File: src/rtl/msi_ai_pkg.sv
// Package: shared sizes and the function-table entry type for the
// MSI to adapter interrupt converter. Assumes NUM_IND is a power of two.
package msi_ai_pkg;
    localparam int NUM_FN   = 8;
    localparam int NUM_IND  = 4;
    localparam int FN_W     = $clog2(NUM_FN);
    localparam int IND_W    = $clog2(NUM_IND);
    localparam int WORD_W   = 64;
    localparam int POS_W    = $clog2(WORD_W);
    localparam int ISC_W    = 3;
    localparam int ID_W     = 32;
    localparam int VEC_W    = 7;
    localparam int ID_SHIFT = 11;
    localparam int ISC_SHIFT = 27;

    typedef struct packed {
        logic             vld;
        logic [ID_W-1:0]  fid;
        logic [ISC_W-1:0] isc;
        logic [POS_W-1:0] soff;
        logic [IND_W-1:0] ind;
    } fn_entry_t;
endpackage

File: src/rtl/msi_ai_ftab.sv
// Function table: NUM_FN registered entries, loaded through a write port,
// and a combinational id lookup. The lowest matching index wins.
// Assumes the lookup id is already zero-extended to ID_W bits.
module msi_ai_ftab
    import msi_ai_pkg::*;
(
    input  logic            clk,
    input  logic            rst_n,
    input  logic            cfg_we,
    input  logic [FN_W-1:0] cfg_idx,
    input  fn_entry_t       cfg_entry,
    input  logic [ID_W-1:0] lk_fid,
    output logic            lk_hit,
    output fn_entry_t       lk_entry
);
    fn_entry_t         tbl [NUM_FN];
    logic [NUM_FN-1:0] match;

    genvar g;
    generate
        for (g = 0; g < NUM_FN; g++) begin : g_ent
            // Load or reset one table entry.
            always_ff @(posedge clk) begin
                if (!rst_n)
                    tbl[g] <= '0;
                else if (cfg_we && cfg_idx == FN_W'(g))
                    tbl[g] <= cfg_entry;
            end
            // Compare this entry against the looked-up id.
            assign match[g] = tbl[g].vld && (tbl[g].fid == lk_fid);
        end
    endgenerate

    // Priority select: scan downward so the lowest index ends up chosen.
    always_comb begin
        lk_entry = '0;
        for (int i = NUM_FN - 1; i >= 0; i--)
            if (match[i])
                lk_entry = tbl[i];
    end

    assign lk_hit = |match;
endmodule

File: src/rtl/msi_ai_ind.sv
// Indicator bank: NUM_IND vector indicator words and one summary word.
// Set requests win over clear masks in the same cycle. sum_was reports the
// stored (pre-write) value of the requested summary bit.
// Assumes set positions are already converted to LSB-based bit numbers.
module msi_ai_ind
    import msi_ai_pkg::*;
(
    input  logic              clk,
    input  logic              rst_n,
    input  logic              set_en,
    input  logic [IND_W-1:0]  set_widx,
    input  logic [POS_W-1:0]  set_vpos,
    input  logic [POS_W-1:0]  set_spos,
    input  logic              clr_en,
    input  logic [IND_W-1:0]  clr_sel,
    input  logic [WORD_W-1:0] clr_vec_mask,
    input  logic [WORD_W-1:0] clr_sum_mask,
    input  logic [IND_W-1:0]  rd_sel,
    output logic [WORD_W-1:0] rd_word,
    output logic [WORD_W-1:0] sum_q,
    output logic              sum_was
);
    logic [WORD_W-1:0] vec_q [NUM_IND];
    logic [WORD_W-1:0] sum_set, sum_clr;

    genvar g;
    generate
        for (g = 0; g < NUM_IND; g++) begin : g_word
            logic [WORD_W-1:0] set_m, clr_m;
            // Per-word set and clear masks.
            assign set_m = (set_en && set_widx == IND_W'(g)) ?
                           (WORD_W'(1) << set_vpos) : '0;
            assign clr_m = (clr_en && clr_sel == IND_W'(g)) ? clr_vec_mask : '0;
            // Update one indicator word.
            always_ff @(posedge clk) begin
                if (!rst_n)
                    vec_q[g] <= '0;
                else
                    vec_q[g] <= (vec_q[g] & ~clr_m) | set_m;
            end
        end
    endgenerate

    assign sum_set = set_en ? (WORD_W'(1) << set_spos) : '0;
    assign sum_clr = clr_en ? clr_sum_mask : '0;

    // Update the summary word.
    always_ff @(posedge clk) begin
        if (!rst_n)
            sum_q <= '0;
        else
            sum_q <= (sum_q & ~sum_clr) | sum_set;
    end

    assign sum_was = sum_q[set_spos];
    assign rd_word = vec_q[rd_sel];

    assert_vec_set_R3: assert property (@(posedge clk) disable iff (!rst_n)
        set_en |=> vec_q[$past(set_widx)][$past(set_vpos)]);

    assert_sum_set_R4: assert property (@(posedge clk) disable iff (!rst_n)
        set_en |=> sum_q[$past(set_spos)]);
endmodule

File: src/rtl/msi_ai_irq.sv
// Interrupt pulser: registers a one-cycle request carrying the
// interruption word built from the subclass and the adapter flag (bit 31).
// Assumes fire is high for at most one cycle per accepted write.
module msi_ai_irq
    import msi_ai_pkg::*;
(
    input  logic             clk,
    input  logic             rst_n,
    input  logic             fire,
    input  logic [ISC_W-1:0] isc,
    output logic             irq_valid,
    output logic [31:0]      irq_word
);
    // Capture a request for exactly one cycle.
    always_ff @(posedge clk) begin
        if (!rst_n) begin
            irq_valid <= 1'b0;
            irq_word  <= '0;
        end else begin
            irq_valid <= fire;
            irq_word  <= fire ? ((32'(isc) << ISC_SHIFT) | 32'h8000_0000) : '0;
        end
    end
endmodule

File: src/rtl/msi_ai_conv.sv
// MSI to adapter interrupt converter top. It decodes the id and vector from
// the MSI data, looks up the function, updates the indicator bank with
// MSB-first bit numbering, and pulses an interrupt when the summary bit was
// clear. Assumes wr_valid is low during reset.
module msi_ai_conv
    import msi_ai_pkg::*;
(
    input  logic        clk,
    input  logic        rst_n,
    input  logic        wr_valid,
    input  logic [31:0] wr_data,
    input  logic        rd_en,
    output logic [31:0] rd_data,
    input  logic        cfg_we,
    input  logic [2:0]  cfg_idx,
    input  logic        cfg_vld,
    input  logic [31:0] cfg_fid,
    input  logic [2:0]  cfg_isc,
    input  logic [5:0]  cfg_soff,
    input  logic [1:0]  cfg_ind,
    input  logic        clr_en,
    input  logic [1:0]  clr_sel,
    input  logic [63:0] clr_vec_mask,
    input  logic [63:0] clr_sum_mask,
    input  logic [1:0]  ind_sel,
    output logic [63:0] ind_word,
    output logic [63:0] sum_word,
    output logic        irq_valid,
    output logic [31:0] irq_word
);
    fn_entry_t        cfg_entry, lk_entry;
    logic [ID_W-1:0]  lk_fid;
    logic [VEC_W-1:0] vec;
    logic             lk_hit, set_en, sum_was;
    logic [IND_W-1:0] set_widx;
    logic [POS_W-1:0] set_vpos, set_spos;

    assign cfg_entry = '{vld: cfg_vld, fid: cfg_fid, isc: cfg_isc,
                         soff: cfg_soff, ind: cfg_ind};

    // Decode the MSI data word.
    assign lk_fid = ID_W'(wr_data >> ID_SHIFT);
    assign vec    = wr_data[VEC_W-1:0];

    msi_ai_ftab u_ftab (
        .clk(clk), .rst_n(rst_n), .cfg_we(cfg_we), .cfg_idx(cfg_idx),
        .cfg_entry(cfg_entry), .lk_fid(lk_fid), .lk_hit(lk_hit),
        .lk_entry(lk_entry)
    );

    // Map the vector and summary offset to LSB-based positions (bit n -> 63-n).
    assign set_en   = wr_valid && lk_hit;
    assign set_widx = lk_entry.ind + IND_W'(vec[VEC_W-1]);
    assign set_vpos = ~vec[POS_W-1:0];
    assign set_spos = ~lk_entry.soff;

    msi_ai_ind u_ind (
        .clk(clk), .rst_n(rst_n), .set_en(set_en), .set_widx(set_widx),
        .set_vpos(set_vpos), .set_spos(set_spos), .clr_en(clr_en),
        .clr_sel(clr_sel), .clr_vec_mask(clr_vec_mask),
        .clr_sum_mask(clr_sum_mask), .rd_sel(ind_sel), .rd_word(ind_word),
        .sum_q(sum_word), .sum_was(sum_was)
    );

    msi_ai_irq u_irq (
        .clk(clk), .rst_n(rst_n), .fire(set_en && !sum_was),
        .isc(lk_entry.isc), .irq_valid(irq_valid), .irq_word(irq_word)
    );

    // Reads of the write window always return all ones.
    assign rd_data = rd_en ? 32'hFFFF_FFFF : 32'h0;

    assert_irq_after_hit_R5: assert property (@(posedge clk) disable iff (!rst_n)
        irq_valid |-> $past(wr_valid && lk_hit));

    assert_irq_sum_clear_R5: assert property (@(posedge clk) disable iff (!rst_n)
        irq_valid |-> !$past(sum_word[~lk_entry.soff]));

    assert_miss_drop_R2: assert property (@(posedge clk) disable iff (!rst_n)
        (wr_valid && !lk_hit && !clr_en) |=> ($stable(sum_word) && !irq_valid));
endmodule

File: config.mk
export PLATFORM = sky130hd
export DESIGN_NAME = msi_ai_conv
export DESIGN_NICKNAME = d
export VERILOG_FILES = /design/src/rtl/msi_ai_pkg.sv /design/src/rtl/msi_ai_ftab.sv /design/src/rtl/msi_ai_ind.sv /design/src/rtl/msi_ai_irq.sv /design/src/rtl/msi_ai_conv.sv
export SDC_FILE = /design/constraint.sdc
export NUM_CORES = 1
export LEC_CHECK = 0
export ABC_AREA = 1
export BUFFER_PORTS_ARGS = -buffer_cell sky130_fd_sc_hd__buf_2
export CELL_PAD_IN_SITES_DETAIL_PLACEMENT = 0
export CELL_PAD_IN_SITES_GLOBAL_PLACEMENT = 2
export CORE_MARGIN = 2
export CORE_UTILIZATION = 38
export CTS_CLUSTER_SIZE = 24
export DETAILED_ROUTE_END_ITERATION = 6
export PLACE_DENSITY_LB_ADDON = 0.1
export SYNTH_ARGS = -nofsm -noshare
export SYNTH_HDL_FRONTEND = slang
export SYNTH_SLANG_ARGS = --single-unit
File: constraint.sdc
create_clock -name clk -period 12.4 [get_ports clk]
set_input_delay 1.24 -clock clk [delete_from_list [all_inputs] [get_ports clk]]
set_output_delay 1.24 -clock clk [all_outputs]
set_load 0.02 [all_outputs]
==> results of run 1 <==
flip-flops by register name, indices dropped and copies added, names as in the netlist:
register	flops
u_irq.irq_word	4
u_ind.sum_q	64
u_ftab.tbl	352
u_ind.vec_q	256
layer usage:
metal / wire (um) / share of wire [%] / global-route usage [%] / vias up
li1: - / - / - / 14000
met1: 55500 / 46 / 37.5 / 14000
met2: 54800 / 45 / 41.1 / 909
met3: 8000 / 6.6 / 3.59 / 161
met4: 2810 / 2.3 / 6.65 / 4
met5: 28 / 0.023 / 0 / -
cell usage after synthesis, types with 2 or more instances:
cell type    n  area share (%)
a21oi_1    319             4.8
a21oi_2     32            0.84
a22oi_1      2           0.045
and3_1       2           0.037
buf_2       18            0.27
buf_4       87             2.0
buf_6       27            0.91
clkbuf_1   170             1.9
clkinv_1     7           0.079
dfxtp_1    324              19
edfxtp_1   352              32
inv_1      246             2.8
inv_2       21            0.24
inv_4        3           0.056
nand2_1    618             6.9
nand2_2     38            0.71
nand2_4      3            0.10
nand3_1    236             3.5
nand3_2      4            0.12
nand3b_1     5            0.11
nand4_1     64             1.2
nor2_1     798             9.0
nor2_4       6            0.20
nor3_1      27            0.40
nor3_2       3           0.090
nor3_4       2           0.097
nor3b_1      2           0.045
nor3b_2      3            0.11
nor4_1      36            0.67
o2111ai_1    2           0.052
o211ai_1     2           0.045
o21ai_0    405             6.1
o21ai_1     13            0.19
o221ai_1     4            0.10
o22ai_1     64             1.2
o41ai_1      2           0.052
or2_0        2           0.037
or2_1       13            0.24
or2_2       10            0.19
or4_1        5            0.11
xnor2_1     45             1.2
xor2_1      64             1.7
path summary, 6_finish.rpt:
| path | startpoint | end | depth (start not counted) | slack, ns |
|---|---|---|---|---|
| setup / recovery | wr_data[19] | u_ind.vec_q[0][12] | 21 | 6.17 |
| hold / removal | u_ind.vec_q[1][30] | u_ind.vec_q[1][30] | 2 | 0.47 |
| setup reg to reg | u_ftab.tbl[0][120] | u_ind.vec_q[0][12] | 17 | 6.40 |
| hold reg to reg | u_ind.vec_q[1][30] | u_ind.vec_q[1][30] | 2 | 0.47 |
power by group through the flow:
stage / Combinational (mW) / Sequential [mW] / Clock, mW
2_1_floorplan: 0.295 / 2.50 / 0
3_3_place_gp: 0.464 / 2.51 / 0
3_5_place_dp: 0.462 / 2.51 / 0
4_1_cts: 0.464 / 2.46 / 2.28
5_1_grt: 0.503 / 2.47 / 2.36
6_report: 0.463 / 2.46 / 2.24
worst max-delay path: cells and delay by family:
kind            cells  cell delay [ns]
compound gates      6             0.97
xor+xnor            1             0.15
fa+ha+maj           1             0.26
buf+inv             6             1.87
simple gates        7             2.16
layout make-up:
| class | instances | area (um^2) | area share, % |
|---|---|---|---|
| multi-input combinational | 2872 | 13800 | 36.6 |
| antenna | 3 | 7.51 | 0.0199 |
| clock buffer | 104 | 2140 | 5.67 |
| timing repair buffer | 379 | 1990 | 5.26 |
| tap | 1155 | 1450 | 3.83 |
| inverter | 277 | 1060 | 2.80 |
| sequential | 676 | 17100 | 45.1 |
| clock inverter | 33 | 250 | 0.662 |
logic make-up after synthesis:
group,count (synthesis)
other cells,1
flops,676
buf+inv,580
simple gates,1885
compound gates,848
xor+xnor,110
fa+ha+maj,1
==> flow_summary.toml, run 1 <==
[clock_tree]
clk_path_buf_depth = 3
htree_levels = 3
cts_tree = "done"
root_buffer = "clkbuf_16"
post-cts-setup-buffer-count = 0
cts_resized = 0
clkLatencyLatePin_ns = 0.63
cts_hold_buf = 0
clkTransAtPathRegs_ns = 0.06
cts_buffers = 78
cts_num_sinks = 676

[floorplanning]
fp.dieH_um = 301
die_area_um2 = 90300
die_x_um = 301
core_um2 = 87000
num_rows = 108
num_io_pins = 410
initial_utilization_pct = 38.4

[yosys]
ys_types = 57
synth_cells = 4101
syn_area_um2 = 33400
synthArstFlopShare_pct = 0
synth_compound_area_share_pct = 13.5
synthAdderAreaFrac_pct = 0.0374
synth_xor_xnor_area_share_pct = 2.94
syn_avg_cell_area_um2 = 8.15
yosys.area_share.simple_pct = 24.3
synth_enable_flop_cells = 352
ys_ff_latch = 676
muxShareOfSynthArea_pct = 0
synth_ff_type = "edfxtp_1"
seq_area_frac_synth_pct = 51.0
yosysWarningCount = 0
synth_top_family_by_area = "simple AND/OR/NAND/NOR gates"

[placed_design]
dpl.hpwl_mm = 80.1
place_area_um2 = 35400
port_buffers = 344
gp_congestion = 0.861
dp_slack_ns = 5.49
place.detailed.instances = 5359

[worst_setup_path]
endpoint_kind = "flip-flop"
crit_slowest_cell = "buf_4"
cp_max_fo = 65
start_kind = "primary input"
cp_cell_sequence = "buf_2 -> inv_2 -> nand2_1 -> o21ai_0 -> inv_1 -> nand4_1 -> nor2_1 -> nand3_2 -> nand2_1 -> inv_2 -> o21ai_0 -> a21oi_1 -> o21ai_0 -> a21oi_1 -> ha_1 -> xnor2_4 -> buf_4 -> nor3_4 -> buf_4 -> nand2_1 -> a21oi_2"
required_ns = 12.94
crit_type = "primary input to flip-flop"
arrival_ns = 6.78
cpPeakStageDelay_ns = 0.82

[outcome]
status = "finished clean"

[detailed_routing]
first_pass_iters = 6
via_per_inst = 5.28
drc = 0
wl_per_cell_um = 22.0
dr.first_iter.drc_count = 2300
num_vias = 29100
ant_nets = 0
wl_mm = 121

[timing]
hold_viol_final = 0
max_slew.worst_pin.slew_ns = 1.19
fin_ws_ns = 6.17
period_needed_ns = 6.23
finalCritPeriodShare_pct = 50.3
rsz0062_at_grt = "no"
skew_ns = 0.0175
setup_viol = 0
slew_headroom_pct = 20.6
timing.fmax_ghz = 0.160
whs_ns = 0.473
final_max_slew_viol_count = 0
tns_ns = 0

[pwr]
intPower_mw = 3.82
p_clk_share_pct = 43.3
power_density_nw_per_um2 = 137
comb_power_share_pct = 9.0
p_sw_mw = 1.34
netSwitchingFraction_pct = 26.0
ir_worst_vdd_mv = 0.102
seqPwrFrac_pct = 47.7
power_mw = 5.16
leakage_nw = 14.7

[final_layout]
final_common_cell = "nor2_1"
drive_above_1_share_pct = 14.9
synthToLayoutAreaGrowth_pct = 13.1
layout.nets = 4502
final_util_pct = 43.4
final_cell_mix = "nor2_1 (794), nand2_1 (609), o21ai_0 (404)"
finalInstanceArea_um2 = 37800
fillCellCount = 9017
finalNonFillerCells = 5499

[global_routing]
grt_use_total_pct = 26.0
antenna_found_initial = 6
overflow = 0
grt_pass1_vias = 27400
grt_pass1_wl_mm = 178
grt_max_degree = 91

[hold_path]
hp-class = "flip-flop to flip-flop"

[job]
drv_cap = 0
Power figures use the tool's default switching activity.
==> run 2, diff against run 1 <==
--- a/config.mk
+++ b/config.mk
@@ -5,12 +5,12 @@
 export SDC_FILE = /design/constraint.sdc
 export NUM_CORES = 1
 export LEC_CHECK = 0
-export ABC_AREA = 1
+export ABC_AREA = 0
 export BUFFER_PORTS_ARGS = -buffer_cell sky130_fd_sc_hd__buf_2
 export CELL_PAD_IN_SITES_DETAIL_PLACEMENT = 0
 export CELL_PAD_IN_SITES_GLOBAL_PLACEMENT = 2
 export CORE_MARGIN = 2
-export CORE_UTILIZATION = 38
+export CORE_UTILIZATION = 34
 export CTS_CLUSTER_SIZE = 24
 export DETAILED_ROUTE_END_ITERATION = 6
 export PLACE_DENSITY_LB_ADDON = 0.1
==> constraint.sdc (replaced) <==
create_clock -name clk -period 5.7 [get_ports clk]
set_input_delay 0.57 -clock clk [delete_from_list [all_inputs] [get_ports clk]]
set_output_delay 0.57 -clock clk [all_outputs]
set_load 0.02 [all_outputs]
==> run 2 against run 1 <==
Effect of this change: the run now ends with design-rule violations left; die area grew 8.4%; combinational power grew 66%; utilization shrank 3.3 points; critical path depth shrank 4; sequential share of layout area shrank 0.32 points; sequential power grew 120%; clock power grew 130%; critical path type is now flip-flop to flip-flop.
==> flow_summary.toml, run 2 <==
[timing]
whs_ns = 0.235
fin_ws_ns = 0.512
timing.fmax_ghz = 0.193
finalCritPeriodShare_pct = 91.0
skew_ns = 0.0248
final_max_slew_viol_count = 0
slew_headroom_pct = 19.2
tns_ns = 0
period_needed_ns = 5.19
setup_viol = 0
rsz0062_at_grt = "no"
max_slew.worst_pin.slew_ns = 1.21
hold_viol_final = 0

[clock_tree]
root_buffer = "clkbuf_16"
htree_levels = 3
post-cts-setup-buffer-count = 0
cts_resized = 0
clkLatencyLatePin_ns = 0.65
clk_path_buf_depth = 3
cts_tree = "done"
cts_buffers = 80
clkTransAtPathRegs_ns = 0.06
cts_hold_buf = 0
cts_num_sinks = 676

[floorplanning]
die_x_um = 313
die_area_um2 = 98000
core_um2 = 94900
initial_utilization_pct = 34.2
num_rows = 113
num_io_pins = 410
fp.dieH_um = 313

[placed_design]
place_area_um2 = 35400
dp_slack_ns = 0.334
dpl.hpwl_mm = 83.3
gp_congestion = 0.885
port_buffers = 344

[worst_setup_path]
cpPeakStageDelay_ns = 0.96
crit_end = "u_ind.vec_q[3][20]"
cp_max_fo = 16
required_ns = 6.25
cp_cell_sequence = "nor4_1 -> buf_4 -> nand4_1 -> nor3_1 -> nand2_1 -> and3_1 -> a21oi_1 -> o21ai_0 -> mux2i_1 -> o21ai_0 -> mux2i_1 -> o21ai_0 -> mux2_2 -> ha_1 -> xnor2_2 -> nand2_1 -> o21ai_0"
crit_type = "flip-flop to flip-flop"
regToRegSetupSlack_ns = 0.51
cpMostUsedCell = "o21ai_0"
r2r_start = "u_ftab.tbl[1][120]"
r2r_cells = 17
r2r_end = "u_ind.vec_q[3][20]"
arrival_ns = 5.74
start_kind = "flip-flop"
critPathLaunch = "u_ftab.tbl[1][120]"
crit_slowest_cell = "xnor2_2"
endpoint_kind = "flip-flop"

[global_routing]
antenna_found_initial = 26
grt_pass1_vias = 25700
overflow = 0
grt_use_total_pct = 24.0
grt_pass1_wl_mm = 173
grt_max_degree = 97

[yosys]
syn_area_um2 = 32500
ys_ff_latch = 676
yosysWarningCount = 0
synth_cells = 3208
synth_top_area_share_pct = 32.6
synthArstFlopShare_pct = 0
synth_most_common_cell = "nand2_1"
yosys-top-cells-area = "edfxtp_1 (33%), dfxtp_1 (20%), and2_1 (8.2%)"
seq_area_frac_synth_pct = 52.5
synth_enable_flop_cells = 352
netlist_top_cells_count = "nand2_1 (510), and2_1 (427), edfxtp_1 (352)"
synth_ff_type = "edfxtp_1"
syn_avg_cell_area_um2 = 10.1
ys_types = 91
netlist.top_cell.by_area = "edfxtp_1"

[pwr]
power_mw = 11.3
power_density_nw_per_um2 = 298
leakage_nw = 13.6
ir_worst_vdd_mv = 0.219

[detailed_routing]
drc = 4
wl_mm = 120
ant_nets = 0
via_per_inst = 5.38
first_pass_iters = 7
num_vias = 26000
wl_per_cell_um = 24.8
dr.first_iter.drc_count = 2338

[job]
drv_cap = 0

[final_layout]
finalInstanceArea_um2 = 38100
final_common_cell = "nand2_1"
largest_register_ffs = 352
final_cell_mix = "nand2_1 (510), and2_1 (427), edfxtp_1 (352)"
synthToLayoutAreaGrowth_pct = 17.2
reg_top3 = "u_ftab.tbl (352), u_ind.vec_q (256), u_ind.sum_q (64)"
layout.nets = 3716
drive_above_1_share_pct = 19.1
max_flop_register = "u_ftab.tbl"

[outcome]
status = "finished with violations"
violations = "design-rule violations"

[hold_path]
hp-class = "primary input to flip-flop"
-- run 2: where the power goes --
part           internal, mW  switching (mW)  total (mW)
Clock                  3.12            2.10        5.22
Sequential             5.29          0.0690        5.36
Combinational         0.230           0.538       0.769
Total                  8.64            2.71        11.3
-- run 2: cell type report --
class,instances,area (um^2)
Tap cell,1265,1580
Fill cell,9394,56800
Antenna cell,9,22.5
Multi-Input combinational cell,2295,14300
Sequential cell,676,17100
Clock inverter,39,407
Inverter,13,48.8
Timing Repair Buffer,432,2390
Clock buffer,104,2230
-- run 2: worst min-delay path by stage --
stage / end / slack [ns] / cells past startpoint / start
2_1_floorplan: u_ind.vec_q[1][62] / 0.44 / 2 / u_ind.vec_q[1][62]
3_3_place_gp: u_ind.vec_q[2][7] / 0.45 / 2 / u_ind.vec_q[2][7]
3_5_place_dp: u_ind.vec_q[2][7] / 0.46 / 2 / u_ind.vec_q[2][7]
4_1_cts: u_ind.sum_q[55] / 0.20 / 4 / clr_sum_mask[55]
5_1_grt: u_ind.sum_q[55] / 0.23 / 4 / clr_sum_mask[55]
6_report: u_ind.sum_q[55] / 0.23 / 4 / clr_sum_mask[55]
-- run 2: per-stage QoR --
step,std cells,util (%)
final,4833,40.1
after global routing,4831,40.1
after CTS,4824,40.1
after detailed placement,4681,37.3
after global placement,4681,37.3
after floorplan,3235,-
-- run 2: critical path, delay by kind of cell (launching register included) --
kind | cells | cell delay [ns]
XOR/XNOR | 1 | 0.96
AND/OR/NAND/NOR | 6 | 2.01
adder cells (fa/ha/maj) | 1 | 0.25
AO/OA/AOI/OAI | 5 | 0.71
buffers and inverters | 1 | 0.23
flip-flops | 1 | 0.36
multiplexers | 3 | 0.57
-- run 2: metal layers --
| metal | track usage [%] | vias up | share of wire [%] |
|---|---|---|---|
| li1 | - | 11900 | - |
| met1 | 31.2 | 12800 | 43 |
| met2 | 39.3 | 970 | 47 |
| met3 | 5.13 | 217 | 6.8 |
| met4 | 8.48 | 20 | 3.5 |
| met5 | 0 | - | 0.098 |
-- run 2: kinds of logic (layout without fill, tap and decap cells) --
family,Yosys count,in the layout,synth area share (%)
compound gates,487,487,8.89
xor+xnor,174,174,4.88
fa+ha+maj,1,1,0.0385
buf+inv,264,588,4.15
flops,676,676,52.5
mux,92,92,5.31
other cells,1,37,0.0116
simple gates,1513,1513,24.2
